### config.mk
export PLATFORM = sky130hd
export DESIGN_NAME = sfp_pool_mgr
export DESIGN_NICKNAME = d
export VERILOG_FILES = /design/src/rtl/sfp_pkg.sv /design/src/rtl/sfp_pause_ctl.sv /design/src/rtl/sfp_partition.sv /design/src/rtl/sfp_occupancy.sv /design/src/rtl/sfp_pool_mgr.sv
export SDC_FILE = /design/constraint.sdc
export NUM_CORES = 1
export LEC_CHECK = 0
export ABC_AREA = 1
export CORE_ASPECT_RATIO = 0.7
export CORE_MARGIN = 3
export CORE_UTILIZATION = 35
export DETAILED_ROUTE_END_ITERATION = 10
export DONT_BUFFER_PORTS = 1
export SLEW_MARGIN = 0
export SYNTH_ARGS = -nofsm -noshare
export SYNTH_HDL_FRONTEND = slang
export SYNTH_HIERARCHICAL = 1
export SYNTH_SLANG_ARGS = --single-unit
### constraint.sdc
create_clock -name clk -period 11.3 [get_ports clk]
set_clock_uncertainty 0.2 [all_clocks]
set_input_delay 0.565 -clock clk [delete_from_list [all_inputs] [get_ports clk]]
set_output_delay 0.565 -clock clk [all_outputs]
set_load 0.005 [all_outputs]
### src/rtl/sfp_pkg.sv
package sfp_pkg;

    // Status word layout; a neighbouring controller decodes these bits.
    localparam int STAT_W       = 16;
    localparam int SB_RX_HOLD   = 1;
    localparam int SB_RX_DRAIN  = 2;
    localparam int SB_TX_HOLD   = 9;
    localparam int SB_TX_DRAIN  = 10;

    localparam int NUM_POOLS    = 4;

    typedef enum logic {
        DIR_RX = 1'b0,
        DIR_TX = 1'b1
    } dir_e;

    // Pool index: two pools per class, receive first.
    function automatic int pool_index(int cls, int dir);
        return cls * 2 + dir;
    endfunction

endpackage

### src/rtl/sfp_pause_ctl.sv
module sfp_pause_ctl #(
    parameter int NP = 4
) (
    input  logic          clk,
    input  logic          rst_n,
    input  logic [NP-1:0] set_i,
    input  logic [NP-1:0] clr_i,
    output logic [NP-1:0] paused_o
);

    typedef struct packed {
        logic [NP-1:0] paused;
    } pause_st_t;

    pause_st_t st_d, st_q;

    always_comb begin
        st_d = st_q;
        for (int i = 0; i < NP; i++) begin
            if (set_i[i]) begin
                st_d.paused[i] = 1'b1;
            end else if (clr_i[i]) begin
                st_d.paused[i] = 1'b0;
            end
        end
    end

    always_ff @(posedge clk) begin
        if (!rst_n) begin
            st_q.paused <= '1;
        end else begin
            st_q <= st_d;
        end
    end

    assign paused_o = st_q.paused;

    for (genvar i = 0; i < NP; i++) begin : g_chk
        // set wins and takes effect next cycle
        p_set_pauses_r7: assert property (@(posedge clk) disable iff (!rst_n)
            set_i[i] |=> paused_o[i]);
        p_clr_unpauses_r7: assert property (@(posedge clk) disable iff (!rst_n)
            (clr_i[i] && !set_i[i]) |=> !paused_o[i]);
        p_idle_holds_r7: assert property (@(posedge clk) disable iff (!rst_n)
            (!clr_i[i] && !set_i[i]) |=> $stable(paused_o[i]));
    end

endmodule

### src/rtl/sfp_partition.sv
module sfp_partition #(
    parameter int NP    = 4,
    parameter int DEPTH = 16,
    parameter int SW    = 5,
    parameter int IW    = 3
) (
    input  logic             clk,
    input  logic             rst_n,
    input  logic             wr_en,
    input  logic [IW-1:0]    wr_idx,
    input  logic [SW-1:0]    wr_size,
    input  logic             commit_req,
    input  logic             paused,
    input  logic             empty,
    output logic [NP*SW-1:0] size_o,
    output logic [NP*SW-1:0] base_o,
    output logic [SW-1:0]    free_o
);

    localparam int TW = SW + $clog2(NP + 1);

    typedef struct packed {
        logic [NP-1:0][SW-1:0] pend;
        logic [NP-1:0][SW-1:0] size;
        logic [NP-1:0][SW-1:0] base;
        logic [SW-1:0]         free;
    } part_st_t;

    part_st_t st_d, st_q;

    logic [NP-1:0][TW-1:0] prefix;
    logic [TW-1:0]         total;
    logic [TW-1:0]         remain;
    logic                  accept;

    always_comb begin
        st_d  = st_q;
        total = '0;
        for (int k = 0; k < NP; k++) begin
            prefix[k] = total;
            total     = total + {{(TW-SW){1'b0}}, st_q.pend[k]};
        end
        remain = TW'(DEPTH) - total;
        accept = commit_req && paused && empty && (total <= TW'(DEPTH));
        if (accept) begin
            st_d.size = st_q.pend;
            st_d.free = remain[SW-1:0];
            for (int k = 0; k < NP; k++) begin
                st_d.base[k] = prefix[k][SW-1:0];
            end
        end
        if (wr_en && ({1'b0, wr_idx} < (IW+1)'(NP))) begin
            st_d.pend[wr_idx] = wr_size;
        end
    end

    always_ff @(posedge clk) begin
        if (!rst_n) begin
            st_q.pend <= '0;
            st_q.size <= '0;
            st_q.base <= '0;
            st_q.free <= SW'(DEPTH);
        end else begin
            st_q <= st_d;
        end
    end

    assign size_o = st_q.size;
    assign base_o = st_q.base;
    assign free_o = st_q.free;

    // Checker-side sum of committed sizes.
    logic [TW-1:0] size_sum;
    always_comb begin
        size_sum = '0;
        for (int k = 0; k < NP; k++) begin
            size_sum = size_sum + {{(TW-SW){1'b0}}, st_q.size[k]};
        end
    end

    // sizes move only after a cycle that was paused and empty
    p_commit_gate_r4: assert property (@(posedge clk) disable iff (!rst_n)
        (st_q.size != $past(st_q.size)) |-> $past(paused && empty));

    // committed sizes plus free space always cover the pool exactly
    p_pool_cover_r6: assert property (@(posedge clk) disable iff (!rst_n)
        (size_sum + {{(TW-SW){1'b0}}, st_q.free}) == TW'(DEPTH));

    for (genvar k = 1; k < NP; k++) begin : g_chain
        // queues sit back to back in channel order
        p_base_chain_r3: assert property (@(posedge clk) disable iff (!rst_n)
            st_q.base[k] == st_q.base[k-1] + st_q.size[k-1]);
    end

    p_base_zero_r3: assert property (@(posedge clk) disable iff (!rst_n)
        st_q.base[0] == '0);

endmodule

### src/rtl/sfp_occupancy.sv
module sfp_occupancy #(
    parameter int SW = 5
) (
    input  logic          clk,
    input  logic          rst_n,
    input  logic          push,
    input  logic          pop,
    input  logic          paused,
    input  logic [SW-1:0] size,
    output logic          push_ok,
    output logic          pop_ok,
    output logic [SW-1:0] count
);

    typedef struct packed {
        logic [SW-1:0] count;
    } occ_st_t;

    occ_st_t st_d, st_q;

    always_comb begin
        st_d    = st_q;
        push_ok = push && !paused && (st_q.count < size);
        pop_ok  = pop && !paused && (st_q.count != '0);
        if (push_ok && !pop_ok) begin
            st_d.count = st_q.count + SW'(1);
        end else if (pop_ok && !push_ok) begin
            st_d.count = st_q.count - SW'(1);
        end
    end

    always_ff @(posedge clk) begin
        if (!rst_n) begin
            st_q.count <= '0;
        end else begin
            st_q <= st_d;
        end
    end

    assign count = st_q.count;

    // a paused queue keeps its occupancy
    p_hold_paused_r9: assert property (@(posedge clk) disable iff (!rst_n)
        paused |=> $stable(count));

    // occupancy never exceeds the committed size
    p_no_overflow_r8: assert property (@(posedge clk) disable iff (!rst_n)
        count <= size);

endmodule

### src/rtl/sfp_pool_mgr.sv
module sfp_pool_mgr
    import sfp_pkg::*;
#(
    parameter int  NUM_A      = 4,
    parameter int  NUM_B      = 2,
    parameter int  POOL_DEPTH = 16,
    localparam int NCH        = NUM_A + NUM_B,
    localparam int NQ         = 2 * NCH,
    localparam int SW         = $clog2(POOL_DEPTH + 1),
    localparam int CW         = $clog2(NCH)
) (
    input  logic              clk,
    input  logic              rst_n,
    input  logic              cfg_we,
    input  logic              cfg_dir,
    input  logic [CW-1:0]     cfg_chan,
    input  logic [SW-1:0]     cfg_size,
    input  logic              upd_strobe,
    input  logic              upd_class,
    input  logic [1:0]        upd_dirs,
    input  logic [3:0]        pause_set,
    input  logic [3:0]        pause_clr,
    input  logic [NQ-1:0]     q_push,
    input  logic [NQ-1:0]     q_pop,
    output logic [NQ-1:0]     q_push_ok,
    output logic [NQ-1:0]     q_pop_ok,
    output logic [NQ*SW-1:0]  q_size,
    output logic [NQ*SW-1:0]  q_base,
    output logic [NQ*SW-1:0]  q_count,
    output logic [4*SW-1:0]   free_space,
    output logic [STAT_W-1:0] stat_a,
    output logic [STAT_W-1:0] stat_b
);

    logic [NUM_POOLS-1:0] paused;
    logic [NUM_POOLS-1:0] pool_empty;
    logic [NQ-1:0]        q_busy;

    logic          chan_ok;
    logic          chan_is_b;
    logic [CW-1:0] chan_local;

    assign chan_ok    = {1'b0, cfg_chan} < (CW+1)'(NCH);
    assign chan_is_b  = {1'b0, cfg_chan} >= (CW+1)'(NUM_A);
    assign chan_local = chan_is_b ? (cfg_chan - CW'(NUM_A)) : cfg_chan;

    sfp_pause_ctl #(.NP(NUM_POOLS)) u_pause (
        .clk      (clk),
        .rst_n    (rst_n),
        .set_i    (pause_set),
        .clr_i    (pause_clr),
        .paused_o (paused)
    );

    for (genvar p = 0; p < NUM_POOLS; p++) begin : g_pool
        localparam int CLS  = p / 2;
        localparam int DIR  = p % 2;
        localparam int NP   = (CLS == 0) ? NUM_A : NUM_B;
        localparam int QOFF = DIR * NCH + ((CLS == 0) ? 0 : NUM_A);

        logic wr_hit;
        logic commit;

        assign wr_hit = cfg_we && chan_ok && (cfg_dir == 1'(DIR)) && (chan_is_b == 1'(CLS));
        assign commit = upd_strobe && (upd_class == 1'(CLS)) && upd_dirs[DIR];
        assign pool_empty[p] = ~|q_busy[QOFF +: NP];

        sfp_partition #(
            .NP    (NP),
            .DEPTH (POOL_DEPTH),
            .SW    (SW),
            .IW    (CW)
        ) u_part (
            .clk        (clk),
            .rst_n      (rst_n),
            .wr_en      (wr_hit),
            .wr_idx     (chan_local),
            .wr_size    (cfg_size),
            .commit_req (commit),
            .paused     (paused[p]),
            .empty      (pool_empty[p]),
            .size_o     (q_size[QOFF*SW +: NP*SW]),
            .base_o     (q_base[QOFF*SW +: NP*SW]),
            .free_o     (free_space[p*SW +: SW])
        );

        // a commit leaves the pause state alone
        p_commit_keeps_pause_r7: assert property (@(posedge clk) disable iff (!rst_n)
            (commit && !pause_set[p] && !pause_clr[p]) |=> $stable(paused[p]));
    end

    for (genvar q = 0; q < NQ; q++) begin : g_queue
        localparam int DQ = q / NCH;
        localparam int CH = q % NCH;
        localparam int PQ = ((CH >= NUM_A) ? 2 : 0) + DQ;

        sfp_occupancy #(.SW(SW)) u_occ (
            .clk     (clk),
            .rst_n   (rst_n),
            .push    (q_push[q]),
            .pop     (q_pop[q]),
            .paused  (paused[PQ]),
            .size    (q_size[q*SW +: SW]),
            .push_ok (q_push_ok[q]),
            .pop_ok  (q_pop_ok[q]),
            .count   (q_count[q*SW +: SW])
        );

        assign q_busy[q] = |q_count[q*SW +: SW];
    end

    always_comb begin
        stat_a = '0;
        stat_b = '0;
        stat_a[SB_RX_HOLD]  = paused[pool_index(0, 0)];
        stat_a[SB_RX_DRAIN] = pool_empty[pool_index(0, 0)];
        stat_a[SB_TX_HOLD]  = paused[pool_index(0, 1)];
        stat_a[SB_TX_DRAIN] = pool_empty[pool_index(0, 1)];
        stat_b[SB_RX_HOLD]  = paused[pool_index(1, 0)];
        stat_b[SB_RX_DRAIN] = pool_empty[pool_index(1, 0)];
        stat_b[SB_TX_HOLD]  = paused[pool_index(1, 1)];
        stat_b[SB_TX_DRAIN] = pool_empty[pool_index(1, 1)];
    end

endmodule

==> flow_summary.yaml <==
finish:
  antenna_cells: 0
  layout.cells.non_filler: 2859
  final_common_cell: "sky130_fd_sc_hd__nand2_1"
  post_route_cells_drive_above_1_share_pct: 3.95
  multi_input_comb_area_um2: 8730
  register_area_um2: 4480
  syn_to_final_growth_pct: 2.48
  fillerInstances: 4812
  fin_nets: 2452
  commonest_cells_after_routing_fill_and_taps_aside: "sky130_fd_sc_hd__nand2_1 (416), sky130_fd_sc_hd__inv_1 (364), sky130_fd_sc_hd__nor2_1 (266)"
worst_setup_path:
  critical_path.cell_chain: "ha_1 > fa_1 > xor2_1 > ha_1 > or2_2 > and2_1 > xor2_1 > ha_1 > nand2_1 > inv_1 > o21ai_0 > nand2_1 > nor2_1 > nand4_1 > nand2_2 > nand3_1 > nand2_1 > nor2_1"
  rr_worst_depth: 18
  r2r_slack_ns: 6.54
  cp_max_fo: 70
  worst_path_max_delay_cell: "sky130_fd_sc_hd__nand2_2"
  start_point_of_the_critical_path: "g_pool[0].u_part/st_q[50]$_SDFFE_PN0P_"
  slowest_delay_ns: 0.90
  setup.worst_path.end: "g_pool[0].u_part/base_o[18]$_SDFFE_PN0P_"
  r2r_end: "g_pool[0].u_part/base_o[18]$_SDFFE_PN0P_"
  critical_path_arrival_ns: 4.99
  crit_path_start_kind: "register"
  worstSetupPathType: "reg -> reg"
  worstSetupEndpointType: "register"
  timing.rr.start: "g_pool[0].u_part/st_q[50]$_SDFFE_PN0P_"
  worst-endpoint-required_ns: 11.53
route:
  dr.first_iter.drc_count: 970
  first_drt_pass_iteration_count: 5
  avgRoutedWirePerCell_um: 16.1
  route.final.wire_length_mm: 45.9
  vias: 13800
  post-route-drc-count: 0
  drt-vias-per-instance: 4.83
  ant_nets: 0
synth:
  muxShareOfSynthArea_pct: 0
  synth_area_um2: 16100
  post_synth_xor_area_fraction_pct: 1.83
  post_synth.cell_area_avg_um2: 6.82
  synth-seq-cells: 224
  netlist_instances: 2367
  synth-compound-area-share_pct: 10.5
  synth_cell_type_count: 42
  synthesis.yosys.warnings: 6
  ys_dominant_reg_cell: "sky130_fd_sc_hd__dfxtp_1"
  main_combinational_cell_family_by_area_after_synthesis: "simple AND/OR/NAND/NOR gates"
  asyncSetResetFlopFracSynth_pct: 0
  synth_adder_area_share_pct: 13.6
  post_synth_and_or_nand_nor_area_fraction_pct: 26.9
  proportion_of_synthesized_chip_area_in_sequential_cells_pct: 27.8
  number_of_enable_flip_flop_cells_after_synthesis: 0
status:
  outcome: "complete, no violations"
floorplanning:
  ioPinCount: 304
  die_w_um: 263
  die_area_um2: 48800
  placementRows: 65
  core_um2: 45300
  die_height_um: 186
  starting_utilization_of_the_core_area_pct: 35.6
clock_network:
  cts.sinks: 224
  cts_tree: "built"
  clkSlewWorstSetupHoldPaths_ns: 0.06
  cts_buffer_depth: 3
  clock_root_buffer: "sky130_fd_sc_hd__clkbuf_16"
  ctsHoldBuffers: 21
  ctsResizeCount: 0
  cts-buffers-inserted: 26
  clock_insertion_delay_worst_skew_ns: 0.55
  post_cts_setup_buffer_count: 0
  cts_htree_levels: 1
timing:
  maxClockFrequency_mhz: 210
  slew-limit-headroom_pct: 16.0
  unrepaired_setup_endpoints_after_global_routing: "no"
  max_slew.worst_pin.slew_ns: 1.26
  final-max-slew-violation-count: 0
  final-setup-viol-count: 0
  finalCritPeriodShare_pct: 42.1
  final.min_clock_period_ns: 4.76
  timing.final.hold_violations: 0
  finalSetupTns_ns: 0
placed_design:
  gp_congestion: 0.845
  place_inst: 2794
  buffer_ports.inserted: 0
  hpwl_after_detailed_placement_mm: 31.4
power:
  p_leak_uw: 0.00801
  pwr_density_cell_nw_per_um2: 152
  irDropWorstVdd_mv: 0.0876
global_routing:
  global_route_wire_length_before_repair_mm: 70.3
  grt_antenna_before_repair: 8
  grt_util_all_layers_pct: 17.9
  number_of_global_route_vias_before_repair: 12600
  grt.overflow.total: 0
  grt_max_degree: 71
hold_path:
  worstHoldPathType: "in -> reg"
run:
  max-cap-violations: 0
## stage by stage
| stage | total power [µW] | hold slack (ns) | utilization, % | worst slack, ns | area, µm² |
|---|---|---|---|---|---|
| 2_1_floorplan | 1570 | 0.230 | - | 7.64 | 16300 |
| 3_3_place_gp | 1590 | 0.262 | 34.0 | 6.86 | 15400 |
| 3_5_place_dp | 1620 | 0.269 | 34.0 | 6.61 | 15400 |
| 4_1_cts | 2550 | 0.00141 | 36.5 | 6.61 | 16500 |
| 5_1_grt | 2700 | 0.00470 | 36.5 | 6.25 | 16500 |
| 6_report | 2520 | 0.0328 | 36.5 | 6.54 | 16500 |
## layout make-up
class,instances,share of cell area (%)
clock buffers,33,4.58
clock inverters,11,0.817
inverters,382,8.67
multi-input cells,1584,52.7
flip-flops and latches,224,27.1
well taps,603,4.56
repair buffers,22,1.54
## routing by layer
metal	up-vias	wire length [µm]	global-route usage, %
li1	7066	-	-
met1	6376	21900	24.7
met2	300	20300	28.8
met3	60	2730	3.87
met4	0	985	4.03
met5	-	0	0
## worst min path at each step
stage | slack [ns] | to | cells after the start | from
finish | 0.03 | g_pool[2].u_part/st_q[26]$_SDFFE_PN0P_ | 2 | cfg_size[1]
global route | 0.005 | g_pool[0].u_part/st_q[63]$_SDFFE_PN0P_ | 2 | cfg_size[3]
detailed placement | 0.27 | g_pool[1].u_part/st_q[53]$_SDFFE_PN0P_ | 2 | g_pool[1].u_part/st_q[53]$_SDFFE_PN0P_
global placement | 0.26 | g_pool[1].u_part/st_q[55]$_SDFFE_PN0P_ | 2 | g_pool[1].u_part/st_q[55]$_SDFFE_PN0P_
floorplan | 0.23 | g_pool[1].u_part/free_o[4]$_SDFFE_PN1P_ | 2 | g_pool[1].u_part/free_o[4]$_SDFFE_PN1P_
CTS | 0.001 | g_pool[2].u_part/st_q[26]$_SDFFE_PN0P_ | 2 | cfg_size[1]
## flip-flops by register name (all words and copies together), names as in the netlist
name / count
g_pool.u_part/base_o: 20
g_pool.u_part/free_o: 20
g_pool.u_part/size_o: 60
g_pool.u_part/st_q: 60
g_queue.u_occ/count: 60
u_pause/paused_o: 4
## Yosys cell counts (3+ instances only)
master	count	area, µm²
sky130_fd_sc_hd__a211oi_1	4	30.0
sky130_fd_sc_hd__a21oi_1	228	1140
sky130_fd_sc_hd__buf_1	3	11.3
sky130_fd_sc_hd__buf_2	14	70.1
sky130_fd_sc_hd__buf_4	172	1290
sky130_fd_sc_hd__buf_6	16	180
sky130_fd_sc_hd__buf_8	4	60.1
sky130_fd_sc_hd__clkbuf_1	9	33.8
sky130_fd_sc_hd__clkinv_1	4	15.0
sky130_fd_sc_hd__conb_1	5	18.8
sky130_fd_sc_hd__dfxtp_1	224	4480
sky130_fd_sc_hd__fa_1	20	400
sky130_fd_sc_hd__ha_1	144	1800
sky130_fd_sc_hd__inv_1	364	1370
sky130_fd_sc_hd__inv_2	14	52.6
sky130_fd_sc_hd__nand2_1	417	1570
sky130_fd_sc_hd__nand2_2	10	62.6
sky130_fd_sc_hd__nand3_1	222	1110
sky130_fd_sc_hd__nand3b_1	6	45.0
sky130_fd_sc_hd__nand4_1	25	156
sky130_fd_sc_hd__nor2_1	266	998
sky130_fd_sc_hd__nor3_1	18	90.1
sky130_fd_sc_hd__o21ai_0	86	430
sky130_fd_sc_hd__o21ai_1	12	60.1
sky130_fd_sc_hd__o21bai_1	3	22.5
sky130_fd_sc_hd__or2_1	24	150
sky130_fd_sc_hd__xnor2_1	4	35.0
sky130_fd_sc_hd__xor2_1	26	228
## worst max-delay path, delay by kind of cell (launching register included)
kind / cells / cell delay, ns
XOR/XNOR: 2 / 0.50
buffers and inverters: 1 / 0.05
AND/OR/NAND/NOR: 10 / 2.17
AO/OA/AOI/OAI: 1 / 0.09
flip-flops: 1 / 0.31
adder cells (fa/ha/maj): 4 / 1.31
## power by group
group	leakage [µW]	total, µW	switching (µW)	internal, µW
sequential	0.00182	990	122	867
clock	0.000442	892	354	538
combinational	0.00576	639	387	252
total	0.00801	2520	863	1660
## kinds of logic after synthesis
kind of cell / after synthesis
simple gates: 1006
buf+inv: 602
fa+ha+maj: 164
xor+xnor: 32
compound gates: 334
flops: 224
other cells: 5
Power figures use the tool's default switching activity.
